## config.mk

```make
export PLATFORM = sky130hd
export DESIGN_NAME = dmae_engine
export DESIGN_NICKNAME = d
export VERILOG_FILES = /design/src/rtl/dmae_pkg.sv /design/src/rtl/dmae_table.sv /design/src/rtl/dmae_addr.sv /design/src/rtl/dmae_engine.sv
export SDC_FILE = /design/constraint.sdc
export NUM_CORES = 1
export LEC_CHECK = 0
export ABC_AREA = 0
export CORE_AREA = 8 8 160 162
export DETAILED_ROUTE_END_ITERATION = 7
export DIE_AREA = 0 0 168 170
export HOLD_SLACK_MARGIN = 0.08
export PLACE_DENSITY = 0.74
export SLEW_MARGIN = 5
export SYNTH_ARGS = -nofsm -noshare
export SYNTH_HDL_FRONTEND = slang
export SYNTH_HIERARCHICAL = 1
export SYNTH_SLANG_ARGS = --single-unit
```

## constraint.sdc

```tcl
create_clock -name clk -period 5.4 [get_ports clk]
set_input_delay 1.62 -clock clk [delete_from_list [all_inputs] [get_ports clk]]
set_output_delay 1.62 -clock clk [all_outputs]
set_load 0.02 [all_outputs]
```

## src/rtl/dmae_pkg.sv

```systemverilog
package dmae_pkg;
    localparam int WORD_W   = 32;
    localparam int CNT_W    = 10;
    localparam int ARB_W    = 4;
    localparam logic [2:0] MODE_STOP = 3'd0;
    localparam logic [2:0] MODE_AUTO = 3'd2;
    localparam logic [1:0] INC_NONE  = 2'd3;

    typedef struct packed {
        logic [1:0]       dinc;
        logic [1:0]       dsz;
        logic [1:0]       sinc;
        logic [1:0]       ssz;
        logic [5:0]       rsvd;
        logic [ARB_W-1:0] arb;
        logic [CNT_W-1:0] cnt;
        logic             nxt_burst;
        logic [2:0]       mode;
    } ctrl_t;

    typedef enum logic [1:0] {S_IDLE, S_RD, S_WR, S_GAP} fsm_e;
endpackage

```

## src/rtl/dmae_table.sv

```systemverilog
module dmae_table
    import dmae_pkg::*;
(
    input  logic              clk,
    input  logic              rst_n,
    input  logic              cfg_we,
    input  logic [1:0]        cfg_idx,
    input  logic [WORD_W-1:0] cfg_wdata,
    output logic [WORD_W-1:0] cfg_rdata,
    input  logic              lock,
    input  logic              fin,
    input  logic              en_set,
    input  logic              en_clr,
    input  logic              mask_set,
    input  logic              mask_clr,
    input  logic              burst_set,
    input  logic              burst_clr,
    output logic [WORD_W-1:0] src_end,
    output logic [WORD_W-1:0] dst_end,
    output ctrl_t             ctrl,
    output logic              en,
    output logic              mask,
    output logic              burst
);
    typedef struct packed {
        logic [WORD_W-1:0] src;
        logic [WORD_W-1:0] dst;
        ctrl_t             ctl;
        logic              en;
        logic              mask;
        logic              burst;
    } tbl_t;

    tbl_t tbl_d, tbl_q;

    always_comb begin
        tbl_d = tbl_q;
        if (cfg_we && !lock) begin
            case (cfg_idx)
                2'd0:    tbl_d.src = cfg_wdata;
                2'd1:    tbl_d.dst = cfg_wdata;
                2'd2:    tbl_d.ctl = ctrl_t'(cfg_wdata);
                default: ;
            endcase
        end
        if (en_set)    tbl_d.en    = 1'b1;
        if (en_clr)    tbl_d.en    = 1'b0;
        if (mask_set)  tbl_d.mask  = 1'b1;
        if (mask_clr)  tbl_d.mask  = 1'b0;
        if (burst_set) tbl_d.burst = 1'b1;
        if (burst_clr) tbl_d.burst = 1'b0;
        if (fin) begin
            tbl_d.en       = 1'b0;
            tbl_d.ctl.mode = MODE_STOP;
        end
    end

    always_ff @(posedge clk) begin
        if (!rst_n) tbl_q <= '0;
        else        tbl_q <= tbl_d;
    end

    always_comb begin
        case (cfg_idx)
            2'd0:    cfg_rdata = tbl_q.src;
            2'd1:    cfg_rdata = tbl_q.dst;
            2'd2:    cfg_rdata = WORD_W'(tbl_q.ctl);
            default: cfg_rdata = '0;
        endcase
    end

    assign src_end = tbl_q.src;
    assign dst_end = tbl_q.dst;
    assign ctrl    = tbl_q.ctl;
    assign en      = tbl_q.en;
    assign mask    = tbl_q.mask;
    assign burst   = tbl_q.burst;
endmodule

```

## src/rtl/dmae_addr.sv

```systemverilog
module dmae_addr
    import dmae_pkg::*;
#(
    parameter int ADDR_W = 32
) (
    input  logic [ADDR_W-1:0] end_ptr,
    input  logic [1:0]        inc,
    input  logic [CNT_W-1:0]  remain,
    output logic [ADDR_W-1:0] addr
);
    always_comb begin
        if (inc == INC_NONE) addr = end_ptr;
        else                 addr = end_ptr - (ADDR_W'(remain) << inc);
    end
endmodule

```

## src/rtl/dmae_engine.sv

```systemverilog
module dmae_engine
    import dmae_pkg::*;
#(
    parameter int ADDR_W = 32,
    parameter int DATA_W = 32
) (
    input  logic              clk,
    input  logic              rst_n,
    input  logic              cfg_we,
    input  logic [1:0]        cfg_idx,
    input  logic [31:0]       cfg_wdata,
    output logic [31:0]       cfg_rdata,
    input  logic              en_set,
    input  logic              en_clr,
    input  logic              mask_set,
    input  logic              mask_clr,
    input  logic              burst_set,
    input  logic              burst_clr,
    input  logic              sw_req,
    output logic              chan_en,
    output logic              chan_mask,
    output logic              chan_burst,
    output logic              busy,
    output logic              done,
    output logic              mem_req,
    output logic              mem_we,
    output logic [ADDR_W-1:0] mem_addr,
    output logic [1:0]        mem_size,
    output logic [DATA_W-1:0] mem_wdata,
    input  logic [DATA_W-1:0] mem_rdata,
    input  logic              mem_ready
);
    typedef struct packed {
        fsm_e              st;
        logic [CNT_W-1:0]  remain;
        logic [CNT_W-1:0]  moved;
        logic [DATA_W-1:0] data;
        logic              done;
    } eng_t;

    eng_t eng_d, eng_q;

    logic [WORD_W-1:0] src_end, dst_end;
    ctrl_t             ctrl;
    logic              fin;
    logic [ADDR_W-1:0] src_addr, dst_addr;
    logic [31:0]       moved_nxt, arb_low;

    dmae_table u_table (
        .clk       (clk),
        .rst_n     (rst_n),
        .cfg_we    (cfg_we),
        .cfg_idx   (cfg_idx),
        .cfg_wdata (cfg_wdata),
        .cfg_rdata (cfg_rdata),
        .lock      (busy),
        .fin       (fin),
        .en_set    (en_set),
        .en_clr    (en_clr),
        .mask_set  (mask_set),
        .mask_clr  (mask_clr),
        .burst_set (burst_set),
        .burst_clr (burst_clr),
        .src_end   (src_end),
        .dst_end   (dst_end),
        .ctrl      (ctrl),
        .en        (chan_en),
        .mask      (chan_mask),
        .burst     (chan_burst)
    );

    dmae_addr #(.ADDR_W(ADDR_W)) u_src_addr (
        .end_ptr (src_end[ADDR_W-1:0]),
        .inc     (ctrl.sinc),
        .remain  (eng_q.remain),
        .addr    (src_addr)
    );

    dmae_addr #(.ADDR_W(ADDR_W)) u_dst_addr (
        .end_ptr (dst_end[ADDR_W-1:0]),
        .inc     (ctrl.dinc),
        .remain  (eng_q.remain),
        .addr    (dst_addr)
    );

    assign moved_nxt = 32'(eng_q.moved) + 32'd1;
    assign arb_low   = (32'd1 << ctrl.arb) - 32'd1;
    assign fin       = (eng_q.st == S_WR) && mem_ready && (eng_q.remain == '0);

    always_comb begin
        eng_d      = eng_q;
        eng_d.done = 1'b0;
        unique case (eng_q.st)
            S_IDLE: begin
                if (sw_req && chan_en && !chan_mask && ctrl.mode == MODE_AUTO) begin
                    eng_d.st     = S_RD;
                    eng_d.remain = ctrl.cnt;
                    eng_d.moved  = '0;
                end
            end
            S_RD: begin
                if (mem_ready) begin
                    eng_d.data = mem_rdata;
                    eng_d.st   = S_WR;
                end
            end
            S_WR: begin
                if (mem_ready) begin
                    if (eng_q.remain == '0) begin
                        eng_d.st   = S_IDLE;
                        eng_d.done = 1'b1;
                    end else begin
                        eng_d.remain = eng_q.remain - 1'b1;
                        eng_d.moved  = eng_q.moved + 1'b1;
                        eng_d.st     = ((moved_nxt & arb_low) == 32'd0) ? S_GAP : S_RD;
                    end
                end
            end
            S_GAP:   eng_d.st = S_RD;
            default: eng_d.st = S_IDLE;
        endcase
    end

    always_ff @(posedge clk) begin
        if (!rst_n) eng_q <= '{st: S_IDLE, default: '0};
        else        eng_q <= eng_d;
    end

    assign busy      = (eng_q.st != S_IDLE);
    assign done      = eng_q.done;
    assign mem_req   = (eng_q.st == S_RD) || (eng_q.st == S_WR);
    assign mem_we    = (eng_q.st == S_WR);
    assign mem_addr  = mem_we ? dst_addr : src_addr;
    assign mem_size  = mem_we ? ctrl.dsz : ctrl.ssz;
    assign mem_wdata = eng_q.data;
endmodule

```

# Word-level counts from Yosys, hierarchy flattened
# Index checks and enable logic that the tools add are counted.
# Widths: inputs -> output; s select.
[word_totals]
reg_bits = 154
in_bits = 77
out_inout_bits = 105
wordCells = 82
[op_classes]
n_addsub = 6
n_eq_ne = 12
shift = 3
n_mux = 14
n_bitwise = 2
reduce_logical = 26
[op_table]
columns = ["op", "n"]
rows = [
  ["$mux 32", 3],
  ["$pmux 32 s3", 1],
  ["$shl 10x2->32", 2],
  ["$sub 32x32->32", 2],
  ["$mux 22", 2],
  ["$pmux 20 s2", 1],
  ["$and 11x32->32", 1],
  ["$logic_not 32->1", 1],
  ["$shl 1x4->32 const A", 1],
  ["$sub 32x1->32 const B", 1],
  ["$mux 20", 1],
  ["$add 10x1->11 const B", 1],
  ["$add 10x1->10 const B", 1],
  ["$eq 2x2->1 const B", 5],
  ["$logic_not 10->1", 1],
  ["$sub 10x1->10 const B", 1],
  ["$mux 2", 4],
  ["$pmux 2 s4", 1],
  ["$reduce_and 2->1", 4],
  ["$logic_and 1x1->1", 6],
  ["$ne 2x2->1 const B", 3],
  ["$reduce_and 3->1", 2],
  ["$reduce_or 2->1", 3],
  ["$eq 2x1->1 const B", 2],
  ["10 further kinds", 13],
]

# Longest topological paths before layout
# Gate-level depths: netlist of run 1.
[depth]
word_depth = 8
depth_mapped = 13

# By module
# The synthesis of run 1 kept the hierarchy.
[modules_own_cells]
columns = ["mod", "n_inst", "cells_per_inst", "area_each_um2", "seq_area_each_um2"]
rows = [
  ["dmae_table", 1, 438, 4369.2, 1981.9],
  ["dmae_engine", 1, 440, 3420.8, 1101.1],
  ["dmae_addr at u_dst_addr", 1, 245, 1572.8, 0.0],
  ["dmae_addr at u_src_addr", 1, 221, 1458.9, 0.0],
]

# Worst setup path after synthesis of run 1
# No wires, ideal clock.
[synth_path]
kind = "register to output"
start = "register u_table.tbl_q, in the netlist u_table/ctrl[30]"
end = "output port mem_addr[18]"
arrival_time_ps = 3069
required_time_ps = 3780
path_slack_ps = 711
stages_incl_launch_ff = 13
n_path_buf = 2
path_cell_list = "dfxtp_1 > clkbuf_1 > mux2_2 > o21ai_0 > ha_1 > clkbuf_1 > and3_1 > nand2_1 > a21oi_1 > o2111ai_1 > nand4_1 > xnor2_1 > mux2_2"
[synth_via]
elab_chain_cells = 4
word_cells_on_any_way = 5
cone_classes = "add/sub: 1; eq/ne: 1; shift: 1; mux: 2"
[synth_lines]
columns = ["element", "line_no", "rtl"]
rows = [
  ["from (decl)", "dmae_table.sv:34", "tbl_t tbl_d, tbl_q;"],
  ["from (signal assigned)", "dmae_table.sv:60", "else tbl_q <= tbl_d;"],
  ["$shl 10x2->32", "dmae_addr.sv:13", "else addr = end_ptr - (ADDR_W'(remain) << inc);"],
  ["$sub 32x32->32", "dmae_addr.sv:13", ""],
  ["$mux 32 *", "dmae_addr.sv:12", "if (inc == INC_NONE) addr = end_ptr;"],
  ["net dst_addr[18]", "dmae_engine.sv:46", "logic [ADDR_W-1:0] src_addr, dst_addr;"],
  ["$mux 32 *", "dmae_engine.sv:133", "assign mem_addr = mem_we ? dst_addr : src_addr;"],
  ["to (decl)", "dmae_engine.sv:27", "output logic [ADDR_W-1:0] mem_addr,"],
]
# The timed path passes the listed nets; every way through them passes the cells marked *.

# Worst setup path after layout of run 1
[layout_path]
start = "register u_table.tbl_q, in the netlist u_table/ctrl[26]"
end = "output port mem_addr[23]"
[layout_via]
elab_chain_cells = 4
word_cells_on_any_way = 5
cone_classes = "add/sub: 1; eq/ne: 1; shift: 1; mux: 2"
[layout_lines]
columns = ["element", "line_no"]
rows = [
  ["$shl 10x2->32", "dmae_addr.sv:13"],
  ["$sub 32x32->32", "dmae_addr.sv:13"],
  ["$mux 32 *", "dmae_addr.sv:12"],
  ["net src_addr[23]", "dmae_engine.sv:46"],
  ["$mux 32 *", "dmae_engine.sv:133"],
]
# Marked as above.

==> results of run 1 <==
[cell usage after synthesis (8+ instances only)]
library cell                count
sky130_fd_sc_hd__nand2_1      278
sky130_fd_sc_hd__dfxtp_1      154
sky130_fd_sc_hd__mux2i_1      146
sky130_fd_sc_hd__a21oi_1       98
sky130_fd_sc_hd__nor2_1        71
sky130_fd_sc_hd__clkbuf_1      47
sky130_fd_sc_hd__xnor2_1       45
sky130_fd_sc_hd__mux2_2        42
sky130_fd_sc_hd__buf_4         38
sky130_fd_sc_hd__o21ai_0       35
sky130_fd_sc_hd__ha_1          34
sky130_fd_sc_hd__o2bb2ai_1     33
sky130_fd_sc_hd__inv_1         32
sky130_fd_sc_hd__nand3_1       23
sky130_fd_sc_hd__nor3_1        23
sky130_fd_sc_hd__buf_2         20
sky130_fd_sc_hd__nand2b_1      19
sky130_fd_sc_hd__nor2b_1       14
sky130_fd_sc_hd__xor2_1        14
sky130_fd_sc_hd__nor4_1        13
sky130_fd_sc_hd__a21o_1        11
sky130_fd_sc_hd__nand4_1       10
sky130_fd_sc_hd__nand3b_1       9
sky130_fd_sc_hd__o211ai_1       9
sky130_fd_sc_hd__buf_6          8
[cell families (layout without fill, tap and decap cells)]
group | Yosys count | after routing
adder cells (fa/ha/maj) | 36 | 36
multiplexers | 189 | 189
flip-flops | 154 | 154
AO/OA/AOI/OAI | 250 | 250
buffers and inverters | 151 | 283
AND/OR/NAND/NOR | 505 | 505
XOR/XNOR | 59 | 59
[worst max-delay path, stage by stage, from the launching register on]
cell and delay, ns:
sky130_fd_sc_hd__dfxtp_4 0.42, sky130_fd_sc_hd__mux2_2 0.37, sky130_fd_sc_hd__o21ai_0 0.20, sky130_fd_sc_hd__ha_1 0.34
sky130_fd_sc_hd__a21oi_2 0.20, sky130_fd_sc_hd__nor2b_4 0.20, sky130_fd_sc_hd__a2111oi_4 0.11, sky130_fd_sc_hd__nor3_4 0.36
sky130_fd_sc_hd__nand2_1 0.15, sky130_fd_sc_hd__xnor2_1 0.16, sky130_fd_sc_hd__mux2_2 0.26, sky130_fd_sc_hd__clkdlybuf4s50_1 0.54
[flip-flops by register name (all words and copies together), names as in the netlist]
name / flops
done: 1
eng_q: 22
mem_wdata: 32
u_table/burst: 1
u_table/ctrl: 32
u_table/dst_end: 32
u_table/en: 1
u_table/mask: 1
u_table/src_end: 32
[power by group through the flow]
stage          registers, mW  logic, mW  clock network, mW
2_1_floorplan           1.23      0.859                  0
3_5_place_dp            1.26       1.28                  0
6_report                1.23       1.32               1.29
3_3_place_gp            1.25       1.26                  0
5_1_grt                 1.24       1.41               1.37
4_1_cts                 1.23       1.28               1.31
[layer usage]
| layer | vias up | global-route usage |
|---|---|---|
| met5 | - | 0 |
| met4 | 0 | 0.09278 |
| met3 | 75 | 0.03962 |
| met2 | 426 | 0.3668 |
| met1 | 4782 | 0.2732 |
| li1 | 4924 | - |
[cell type report]
cell class                      instances  share of cell area
Clock inverter                         13             0.01344
Inverter                               33            0.009237
Timing Repair Buffer                  218              0.1587
Tap cell                              290             0.02706
Multi-Input combinational cell       1039              0.5265
Clock buffer                           19             0.03377
Sequential cell                       154              0.2313
[worst min path at each step]
stage / startpoint / end
floorplan: mem_wdata[0]$_SDFFE_PN0P_ / mem_wdata[0]$_SDFFE_PN0P_
global placement: mem_wdata[11]$_SDFFE_PN0P_ / mem_wdata[11]$_SDFFE_PN0P_
detailed placement: mem_wdata[18]$_SDFFE_PN0P_ / mem_wdata[18]$_SDFFE_PN0P_
CTS: mem_wdata[18]$_SDFFE_PN0P_ / mem_wdata[18]$_SDFFE_PN0P_
global route: mem_wdata[27]$_SDFFE_PN0P_ / mem_wdata[27]$_SDFFE_PN0P_
finish: mem_wdata[18]$_SDFFE_PN0P_ / mem_wdata[18]$_SDFFE_PN0P_
[timing repair]
item                       CTS  global route
gates cloned                 0             0
buffers inserted             2             5
resized for setup           19            31
pin swaps                    1             6
setup endpoints to repair   24            21
[metrics by stage]
step	hold WS [ns]	area, sq um	util
final	0.4532	13410	0.5817
after global routing	0.4714	13410	0.5817
after CTS	0.4550	13260	0.5752
after detailed placement	0.4457	12590	0.5463
after global placement	0.4412	12590	0.5463
after floorplan	0.4367	10820	-
==> parameters.txt, run 1 <==
Parameter                              Value

Synth
  Synthesized-area fraction occupied by ao, oa, aoi and oai cells ... 0.1523
  Warnings from Yosys ... 6
  Main combinational cell family by area after synthesis ... simple AND/OR/NAND/NOR gates
  Simple-gate portion of the synthesized area ... 0.2185
  Netlist area before placement ... 0.01082 sq mm
  Gate count after technology mapping ... 1344
  Sequential fraction of the synthesis area ... 0.2849
  Net count after synthesis ... 1457
  Leading area contributor after synthesis ... sky130_fd_sc_hd__dfxtp_1
  Leading cell types by total area after synthesis ... sky130_fd_sc_hd__dfxtp_1 (28%), sky130_fd_sc_hd__mux2i_1 (14%), sky130_fd_sc_hd__nand2_1 (9.6%)
  Share of cell area taken by muxes after synthesis ... 0.1801
  Most frequently used flop master after synthesis ... sky130_fd_sc_hd__dfxtp_1
  Number of distinct standard cells referenced by the synthesized netlist ... 80
  FFs w/ async S/R, synth ... 0
  Synthesis-stage register bit count ... 154
  Synthesized area per cell ... 8.052 sq um
  Area share of the largest cell type after synthesis ... 0.2849
  XOR/XNOR Fraction of Synth Area ... 0.04775
  Post-synthesis adder-cell area fraction ... 0.04301
  EDFF count, synth ... 0

CTS
  CTS clock-pin slew for the worst setup and hold paths ... 0.06 ns
  Number of buffers added by the clock tree synthesis step ... 17
  H-tree depth ... 4
  Clock tree from TritonCTS ... built
  CTS max path bufs ... 2
  Number of sinks on the clock net ... 154
  Hold buffer count at cts ... 0
  Cell chosen for the clock root ... sky130_fd_sc_hd__clkbuf_16
  Clock insertion delay at the later pin of the skew report ... 0.42 ns

Routing
  DRT Wirelength ... 32610 um
  Routed length on met3 ... 2036 um
  Ratio of routed vias to standard cells ... 5.780
  Top routing layer used ... met4
  Wire length on met2 ... 15520 um
  Antenna viol nets, final ... 0
  Met1 Wirelength ... 13930 um
  Vias post-DR ... 10207
  Number of detailed-routing iterations run before antenna repair ... 5
  Routed length per instance ... 18.47 um
  Number of DRC markers in iteration 0 ... 730
  DR DRC count ... 0

GRT
  Number of global-route vias before repair ... 9727
  Largest net degree at the start of global routing ... 81
  Global routing usage summed across all routing layers ... 0.2190
  Initial antenna violation count ... 0
  First-pass GRT wire length ... 51110 um
  Global route overflow ... 0

Critical path
  Reg2reg end ... eng_q[52]$_SDFFE_PN0P_
  Worst reg-to-reg path cell count ... 8
  Endpoint class of the critical path ... output pin
  Endpoint required time on the critical path ... 3.78 ns
  Setup crit start ... u_table/ctrl[26]$_SDFFE_PN0P_
  Start-to-end type of the worst setup path ... flop to output pin
  Peak fanout along the critical path ... 11
  Setup slack of the worst register-to-register path ... 2.24 ns
  Endpoint of the most critical setup path ... mem_addr[23]
  Worst R2R Start ... eng_q[53]$_SDFFE_PN0P_
  Worst setup SP type ... flop
  Arrival time of data at the critical path endpoint ... 3.73 ns

Floorplanning
  Die height ... 170 um
  Core Box Area ... 0.02305 sq mm
  Die area ... 0.02856 sq mm
  Initial Utilization ... 0.4694
  Count of standard-cell rows ... 56
  Die X-Extent ... 168 um
  IO Pins ... 182

Finish
  Area taken by flip-flops and latches ... 0.003102 sq mm
  Commonest cells after routing, fill and taps aside ... sky130_fd_sc_hd__nand2_1 (278), sky130_fd_sc_hd__clkdlybuf4s50_1 (160), sky130_fd_sc_hd__mux2i_1 (146)
  Number of fillers in the final layout ... 2012
  Share of cells above drive strength 1 ... 0.1138
  N_diodes ... 0
  Most frequent standard cell in the layout excluding fill and tap cells ... sky130_fd_sc_hd__nand2_1
  Final Net Count ... 1576
  Synthesis-to-finish area growth ... 23.92%
  Multi-input gate area in the final layout ... 0.007061 sq mm
  Filler-free cell count of the finished design ... 1766

STA
  Slew Limit Headroom ... 0.2166
  Clock skew ... 0.007485 ns
  Worst-margin pin slew ... 1.175 ns
  Minimum clock period ... 5.353 ns
  Slew Viols, Final ... 0
  Maximum frequency from static timing analysis ... 0.1868 GHz
  Worst setup slack after layout ... 0.04741 ns
  Number of endpoints with negative hold slack in the final report ... 0
  TNS Setup ... 0 ns
  Setup repair after global routing missed its margin ... true
  Setup violation total in the final timing report ... 0
  Final period utilization ... 0.9912

Run status
  Run status ... finished, final reports clean

Power and ir drop
  Pwr/cell area ... 286.1 mW/mm^2
  Overall power consumption ... 3.836 mW
  Worst-case vdd ir drop ... 0.0002307 V
  Switching part of the total power ... 0.3326
  Part of the power in combinational logic ... 0.343
  Switching pwr ... 1.276 mW
  Fraction of power consumed by the clock network ... 0.336
  Static Leakage ... 5.370 nW
  Fraction of power consumed by sequential logic ... 0.321
  Pint ... 2.561 mW

Placed design
  Placed Instances ... 1727
  Hpwl dp ... 24180 um
  Pre-CTS worst setup slack ... 0.1143 ns
  Final estimated routing congestion in global placement ... 0.9313
  Port bufs ... 181

Hold path
  Hold path depth ... 2
  Path category of the worst min-delay check ... flop to flop

Flow run
  Number of max-cap violations ... 0
Note: power is estimated with default switching activity, not from simulation.
==> inputs of run 2 (changes only) <==
CTS_BUF_LIST = sky130_fd_sc_hd__clkbuf_8   (was unset)
==> parameters.txt, run 2 (synthesized netlist as in run 1, its figures left out) <==
Parameter                              Value

GRT
  Global routing usage summed across all routing layers ... 0.2176 (-0.001309)
  Global route overflow ... 0 (unchanged)
  Largest net degree at the start of global routing ... 81 (unchanged)
  Initial antenna violation count ... 0 (unchanged)
  Number of global-route vias before repair ... 9702 (-0.26%)
  First-pass GRT wire length ... 50870 um (-0.47%)

STA
  Maximum frequency from static timing analysis ... 0.1870 GHz (+0.12%)
  Number of endpoints with negative hold slack in the final report ... 0 (unchanged)
  Setup repair after global routing missed its margin ... true
  Minimum clock period ... 5.346 ns (-0.006253 ns)
  Setup violation total in the final timing report ... 0 (unchanged)
  Slew Limit Headroom ... 0.1979 (-0.01872)
  Worst setup slack after layout ... 0.05366 ns (+0.006253 ns)
  Slew Viols, Final ... 0 (unchanged)
  Final period utilization ... 0.9901 (-0.001158)
  Clock skew ... 0.01315 ns (+0.005662 ns)
  Final-layout worst hold slack ... 0.4568 ns (+0.003615 ns)
  TNS Setup ... 0 ns (unchanged)
  Worst-margin pin slew ... 1.203 ns (+0.02809 ns)

Critical path
  Endpoint required time on the critical path ... 3.78 ns (about the same)
  Arrival time of data at the critical path endpoint ... 3.73 ns (about the same)
  Start-to-end type of the worst setup path ... flop to output pin
  Worst setup SP type ... flop
  Endpoint class of the critical path ... output pin
  Peak fanout along the critical path ... 11 (unchanged)

CTS
  CTS clock-pin slew for the worst setup and hold paths ... 0.09 ns (+0.03 ns)
  Number of sinks on the clock net ... 154 (unchanged)
  CTS max path bufs ... 2 (unchanged)
  Clock tree from TritonCTS ... built
  Cell chosen for the clock root ... sky130_fd_sc_hd__clkbuf_8
  Clock insertion delay at the later pin of the skew report ... 0.45 ns (+0.03 ns)
  Number of buffers added by the clock tree synthesis step ... 17 (unchanged)
  H-tree depth ... 4 (unchanged)

Floorplanning
  Die area ... 0.02856 sq mm (unchanged)
  Initial Utilization ... 0.4694 (unchanged)
  Count of standard-cell rows ... 56 (unchanged)
  Die height ... 170 um (unchanged)
  Core Box Area ... 0.02305 sq mm (unchanged)
  IO Pins ... 182 (unchanged)
  Die X-Extent ... 168 um (unchanged)

Routing
  Number of DRC markers in iteration 0 ... 719 (-1.5%)
  Vias post-DR ... 10053 (-1.5%)
  DR DRC count ... 0 (unchanged)
  Number of detailed-routing iterations run before antenna repair ... 6 (+1)
  Routed length per instance ... 18.30 um (-0.88%)
  Ratio of routed vias to standard cells ... 5.683 (-1.7%)
  Antenna viol nets, final ... 0 (unchanged)
  DRT Wirelength ... 32380 um (-0.71%)

Placed design
  Hpwl dp ... 24180 um (unchanged)
  Port bufs ... 181 (unchanged)
  Placed Instances ... 1727 (unchanged)
  Final estimated routing congestion in global placement ... 0.9313 (unchanged)
  Area post-placement ... 0.01259 sq mm (unchanged)
  Pre-CTS worst setup slack ... 0.1143 ns (unchanged)

Run status
  Run status ... finished, final reports clean

Finish
  Total non-filler cell area in the finished layout ... 0.01326 sq mm (-1.1%)
  Share of cells above drive strength 1 ... 0.1204 (+0.006612)
  Final Net Count ... 1578 (+0.13%)
  Synthesis-to-finish area growth ... 22.51%
  Commonest cells after routing, fill and taps aside ... sky130_fd_sc_hd__nand2_1 (278), sky130_fd_sc_hd__clkdlybuf4s50_1 (159), sky130_fd_sc_hd__mux2i_1 (146)
  Filler-free cell count of the finished design ... 1769 (+0.17%)
  Most frequent standard cell in the layout excluding fill and tap cells ... sky130_fd_sc_hd__nand2_1

Power and ir drop
  Static Leakage ... 5.308 nW (-1.2%)
  Pwr/cell area ... 266.8 mW/mm^2 (-6.8%)
  Worst-case vdd ir drop ... 0.0001817 V (-21%)

Hold path
  Path category of the worst min-delay check ... flop to flop

Flow run
  Number of max-cap violations ... 0 (unchanged)
## run 2: cell types whose count changed in the layout (fill, tap and decap cells not counted), moves of 2 or more
| cell | change |
|---|---|
| sky130_fd_sc_hd__clkbuf_8 | +17 |
| sky130_fd_sc_hd__dlygate4sd2_1 | -2 |
| sky130_fd_sc_hd__clkbuf_16 | -17 |
| sky130_fd_sc_hd__a21oi_1 | -4 |
| sky130_fd_sc_hd__a21oi_2 | +4 |
| sky130_fd_sc_hd__buf_4 | +2 |
| sky130_fd_sc_hd__clkbuf_2 | +2 |
## run 2: stage by stage
step / power (mW) / utilization
after CTS: 3.521 / 0.5683
after floorplan: 2.093 / -
after global placement: 2.518 / 0.5463
final: 3.537 / 0.5751
after global routing: 3.712 / 0.5750
after detailed placement: 2.530 / 0.5463
## run 2: path summary, 6_finish.rpt
kind | to | slack (ns) | from | cells past startpoint
min | mem_wdata[18]$_SDFFE_PN0P_ | 0.46 | mem_wdata[18]$_SDFFE_PN0P_ | 2
max reg2reg | eng_q[52]$_SDFFE_PN0P_ | 2.28 | eng_q[53]$_SDFFE_PN0P_ | 8
min reg2reg | mem_wdata[18]$_SDFFE_PN0P_ | 0.46 | mem_wdata[18]$_SDFFE_PN0P_ | 2
max | mem_addr[20] | 0.05 | u_table/ctrl[30]$_SDFFE_PN0P_ | 13
## run 2: report_power, final
group,switching [mW],internal [mW]
sequential,0.0535,1.18
combinational,0.702,0.624
clock,0.485,0.498
total,1.24,2.30
## run 2: repair_timing
item                                    CTS  global route
endpoints found under the setup margin   26            25
buffers inserted                          3             6
hold buffers                              0             0
pin swaps                                 2             4
cloned                                    0             0
gates resized for setup                  23            39
## run 2: worst max-delay path: stages, from the launching register on
cell and delay (ns):
sky130_fd_sc_hd__dfxtp_4 0.44, sky130_fd_sc_hd__mux2i_1 0.25, sky130_fd_sc_hd__or2_2 0.17, sky130_fd_sc_hd__inv_1 0.05, sky130_fd_sc_hd__fa_1 0.44, sky130_fd_sc_hd__nor2b_1 0.16
sky130_fd_sc_hd__o2111ai_1 0.14, sky130_fd_sc_hd__a21oi_1 0.29, sky130_fd_sc_hd__o2111ai_1 0.18, sky130_fd_sc_hd__buf_4 0.20, sky130_fd_sc_hd__nand2_1 0.07, sky130_fd_sc_hd__xnor2_1 0.12
sky130_fd_sc_hd__mux2_2 0.17, sky130_fd_sc_hd__clkdlybuf4s50_1 0.60
## run 2: cell type report
class / instances / area (sq um)
Inverter: 33 / 123.9
Clock inverter: 13 / 180.2
Tap cell: 290 / 362.8
Timing Repair Buffer: 220 / 2138
Antenna cell: 1 / 2.502
Fill cell: 2039 / 9794
Sequential cell: 154 / 3103
Clock buffer: 19 / 261.5
Multi-Input combinational cell: 1039 / 7086
## run 2: metal layers
| metal | wire length, um | part of all wire | global-route usage |
|---|---|---|---|
| met1 | 13880 | 0.43 | 0.2685 |
| met2 | 15710 | 0.49 | 0.3737 |
| met3 | 1939 | 0.060 | 0.03985 |
| met4 | 851 | 0.026 | 0.07997 |
| met5 | 0 | 0 | 0 |
==> inputs of run 3 (changes only) <==
clock period = 6.35 ns   (was 5.4 ns; I/O delays follow)
==> parameters.txt, run 3 (synthesized netlist as in run 1, its figures left out) <==
Parameter                              Value

Run status
  Run status ... finished, final reports clean

Placed design
  Hpwl dp ... 23920 um (-1.1%)
  Final estimated routing congestion in global placement ... 0.9127 (-2.0%)
  Port bufs ... 181 (unchanged)
  Pre-CTS worst setup slack ... 0.7342 ns (+0.6199 ns)
  Placed Instances ... 1710 (-0.98%)
  Area post-placement ... 0.01245 sq mm (-1.1%)

Power and ir drop
  Pwr/cell area ... 233.5 mW/mm^2 (-12%)
  Static Leakage ... 4.971 nW (-6.4%)
  Worst-case vdd ir drop ... 0.0001260 V (-31%)

Floorplanning
  Count of standard-cell rows ... 56 (unchanged)
  Core Box Area ... 0.02305 sq mm (unchanged)
  Die X-Extent ... 168 um (unchanged)
  Die area ... 0.02856 sq mm (unchanged)
  Die height ... 170 um (unchanged)
  IO Pins ... 182 (unchanged)
  Initial Utilization ... 0.4694 (unchanged)

CTS
  H-tree depth ... 4 (unchanged)
  Clock tree from TritonCTS ... built
  Hold buffer count at cts ... 0 (unchanged)
  Number of buffers added by the clock tree synthesis step ... 17 (unchanged)
  Clock insertion delay at the later pin of the skew report ... 0.45 ns (about the same)
  CTS max path bufs ... 2 (unchanged)
  CTS clock-pin slew for the worst setup and hold paths ... 0.09 ns (about the same)
  Number of sinks on the clock net ... 154 (unchanged)
  Cell chosen for the clock root ... sky130_fd_sc_hd__clkbuf_8

STA
  Maximum frequency from static timing analysis ... 0.1670 GHz
  TNS Setup ... 0 ns (unchanged)
  Number of endpoints with negative hold slack in the final report ... 0 (unchanged)
  Worst setup slack after layout ... 0.3617 ns (+0.3081 ns)
  Setup violation total in the final timing report ... 0 (unchanged)
  Clock skew ... 0.01175 ns (-0.001392 ns)
  Minimum clock period ... 5.988 ns
  Slew Viols, Final ... 0 (unchanged)
  Worst-margin pin slew ... 1.141 ns (-0.06169 ns)
  Slew Limit Headroom ... 0.2390 (+0.04113)
  Final period utilization ... 0.9430
  Setup repair after global routing missed its margin ... false

GRT
  Number of global-route vias before repair ... 9250 (-4.7%)
  Global route overflow ... 0 (unchanged)
  Global routing usage summed across all routing layers ... 0.2168 (-0.0008529)
  Largest net degree at the start of global routing ... 100 (+23%)
  First-pass GRT wire length ... 50330 um (-1.1%)
  Initial antenna violation count ... 0 (unchanged)

Routing
  Ratio of routed vias to standard cells ... 5.691 (+0.14%)
  DR DRC count ... 0 (unchanged)
  Vias post-DR ... 9908 (-1.4%)
  Number of detailed-routing iterations run before antenna repair ... 8 (+2)
  Routed length per instance ... 18.52 um (+1.2%)
  Number of DRC markers in iteration 0 ... 734 (+2.1%)
  Antenna viol nets, final ... 0 (unchanged)
  DRT Wirelength ... 32250 um (-0.41%)

Critical path
  Worst R2R Start ... eng_q[53]$_SDFFE_PN0P_
  Reg2reg end ... eng_q[52]$_SDFFE_PN0P_
  Endpoint required time on the critical path ... 4.45 ns (+0.67 ns)
  Start-to-end type of the worst setup path ... flop to output pin
  Endpoint class of the critical path ... output pin
  Setup slack of the worst register-to-register path ... 3.14 ns (+0.86 ns)
  Worst reg-to-reg path cell count ... 8 (unchanged)
  Peak fanout along the critical path ... 12 (+1)
  Worst setup SP type ... flop
  Arrival time of data at the critical path endpoint ... 4.08 ns (+0.35 ns)

Finish
  Synthesis-to-finish area growth ... 19.52%
  Multi-input gate area in the final layout ... 0.006975 sq mm (-1.6%)
  Most frequent standard cell in the layout excluding fill and tap cells ... sky130_fd_sc_hd__nand2_1
  Commonest cells after routing, fill and taps aside ... sky130_fd_sc_hd__nand2_1 (278), sky130_fd_sc_hd__clkdlybuf4s50_1 (179), sky130_fd_sc_hd__dfxtp_1 (152)
  Area taken by flip-flops and latches ... 0.003085 sq mm (-0.56%)
  Number of fillers in the final layout ... 2124 (+4.2%)
  Final Net Count ... 1552 (-1.6%)
  Total non-filler cell area in the finished layout ... 0.01293 sq mm (-2.4%)
  Filler-free cell count of the finished design ... 1741 (-1.6%)
  Share of cells above drive strength 1 ... 0.08477 (-0.03566)
  N_diodes ... 0 (-1)

Hold path
  WHS Endpoint ... mem_wdata[23]$_SDFFE_PN0P_
  Path category of the worst min-delay check ... flop to flop
  Hold path depth ... 2 (unchanged)
  Worst min-delay path startpoint ... mem_wdata[23]$_SDFFE_PN0P_

Flow run
  Number of max-cap violations ... 0 (unchanged)
## run 3: worst max-delay path by stage
stage	endpoint	slack, ns	startpoint	depth (start not counted)
2_1_floorplan	mem_addr[18]	1.38	u_table/ctrl[30]$_SDFFE_PN0P_	12
3_3_place_gp	cfg_rdata[26]	0.68	cfg_idx[0]	5
3_5_place_dp	mem_addr[18]	0.73	u_table/ctrl[30]$_SDFFE_PN0P_	11
4_1_cts	mem_addr[18]	0.18	u_table/ctrl[30]$_SDFFE_PN0P_	11
5_1_grt	mem_addr[26]	0.08	u_table/ctrl[26]$_SDFFE_PN0P_	13
6_report	mem_addr[31]	0.36	u_table/ctrl[30]$_SDFFE_PN0P_	11
## run 3: per-layer routing
layer | vias up | GRT usage | routed length (um)
met1 | 4626 | 0.2756 | 14050
li1 | 4870 | - | -
met5 | - | 0 | 0
met4 | 0 | 0.07997 | 857
met3 | 50 | 0.04240 | 2030
met2 | 362 | 0.3597 | 15310
## run 3: power breakdown
| part | total (mW) | leakage (nW) | switching (mW) | internal (mW) |
|---|---|---|---|---|
| Sequential | 1.05 | 1.25 | 0.0495 | 1.00 |
| Combinational | 1.08 | 3.49 | 0.572 | 0.509 |
| Clock | 0.890 | 0.227 | 0.396 | 0.494 |
## run 3: layout make-up
type,instances,area share
multi-input combinational,1039,0.5393
sequential,154,0.2386
timing repair buffer,194,0.1480
tap,290,0.02805
clock buffer,19,0.02022
clock inverter,12,0.01625
inverter,33,0.009577
## run 3: metrics by stage
stage	util	total power [mW]	hold WS, ns
detailed placement	0.5402	2.144	0.4457
CTS	0.5607	3.033	0.4583
floorplan	-	1.780	0.4367
finish	0.5611	3.020	0.4581
global route	0.5611	3.174	0.4695
global placement	0.5402	2.136	0.4412
## run 3: worst max-delay path, cell delays in order, from the launching register on
cell	delay, ns
sky130_fd_sc_hd__dfxtp_2	0.49
sky130_fd_sc_hd__mux2_2	0.39
sky130_fd_sc_hd__o21ai_0	0.20
sky130_fd_sc_hd__ha_1	0.31
sky130_fd_sc_hd__o211ai_1	0.18
sky130_fd_sc_hd__a21oi_1	0.09
sky130_fd_sc_hd__a31oi_1	0.36
sky130_fd_sc_hd__o21a_1	0.34
sky130_fd_sc_hd__nand4b_1	0.16
sky130_fd_sc_hd__xnor2_1	0.30
sky130_fd_sc_hd__mux2_2	0.21
sky130_fd_sc_hd__clkdlybuf4s50_1	0.60
## run 3: timing repair
item	in CTS	in global routing
setup endpoints to repair	0	14
gates resized for setup	0	3
hold endpoints to repair	0	0
buffers inserted	0	0
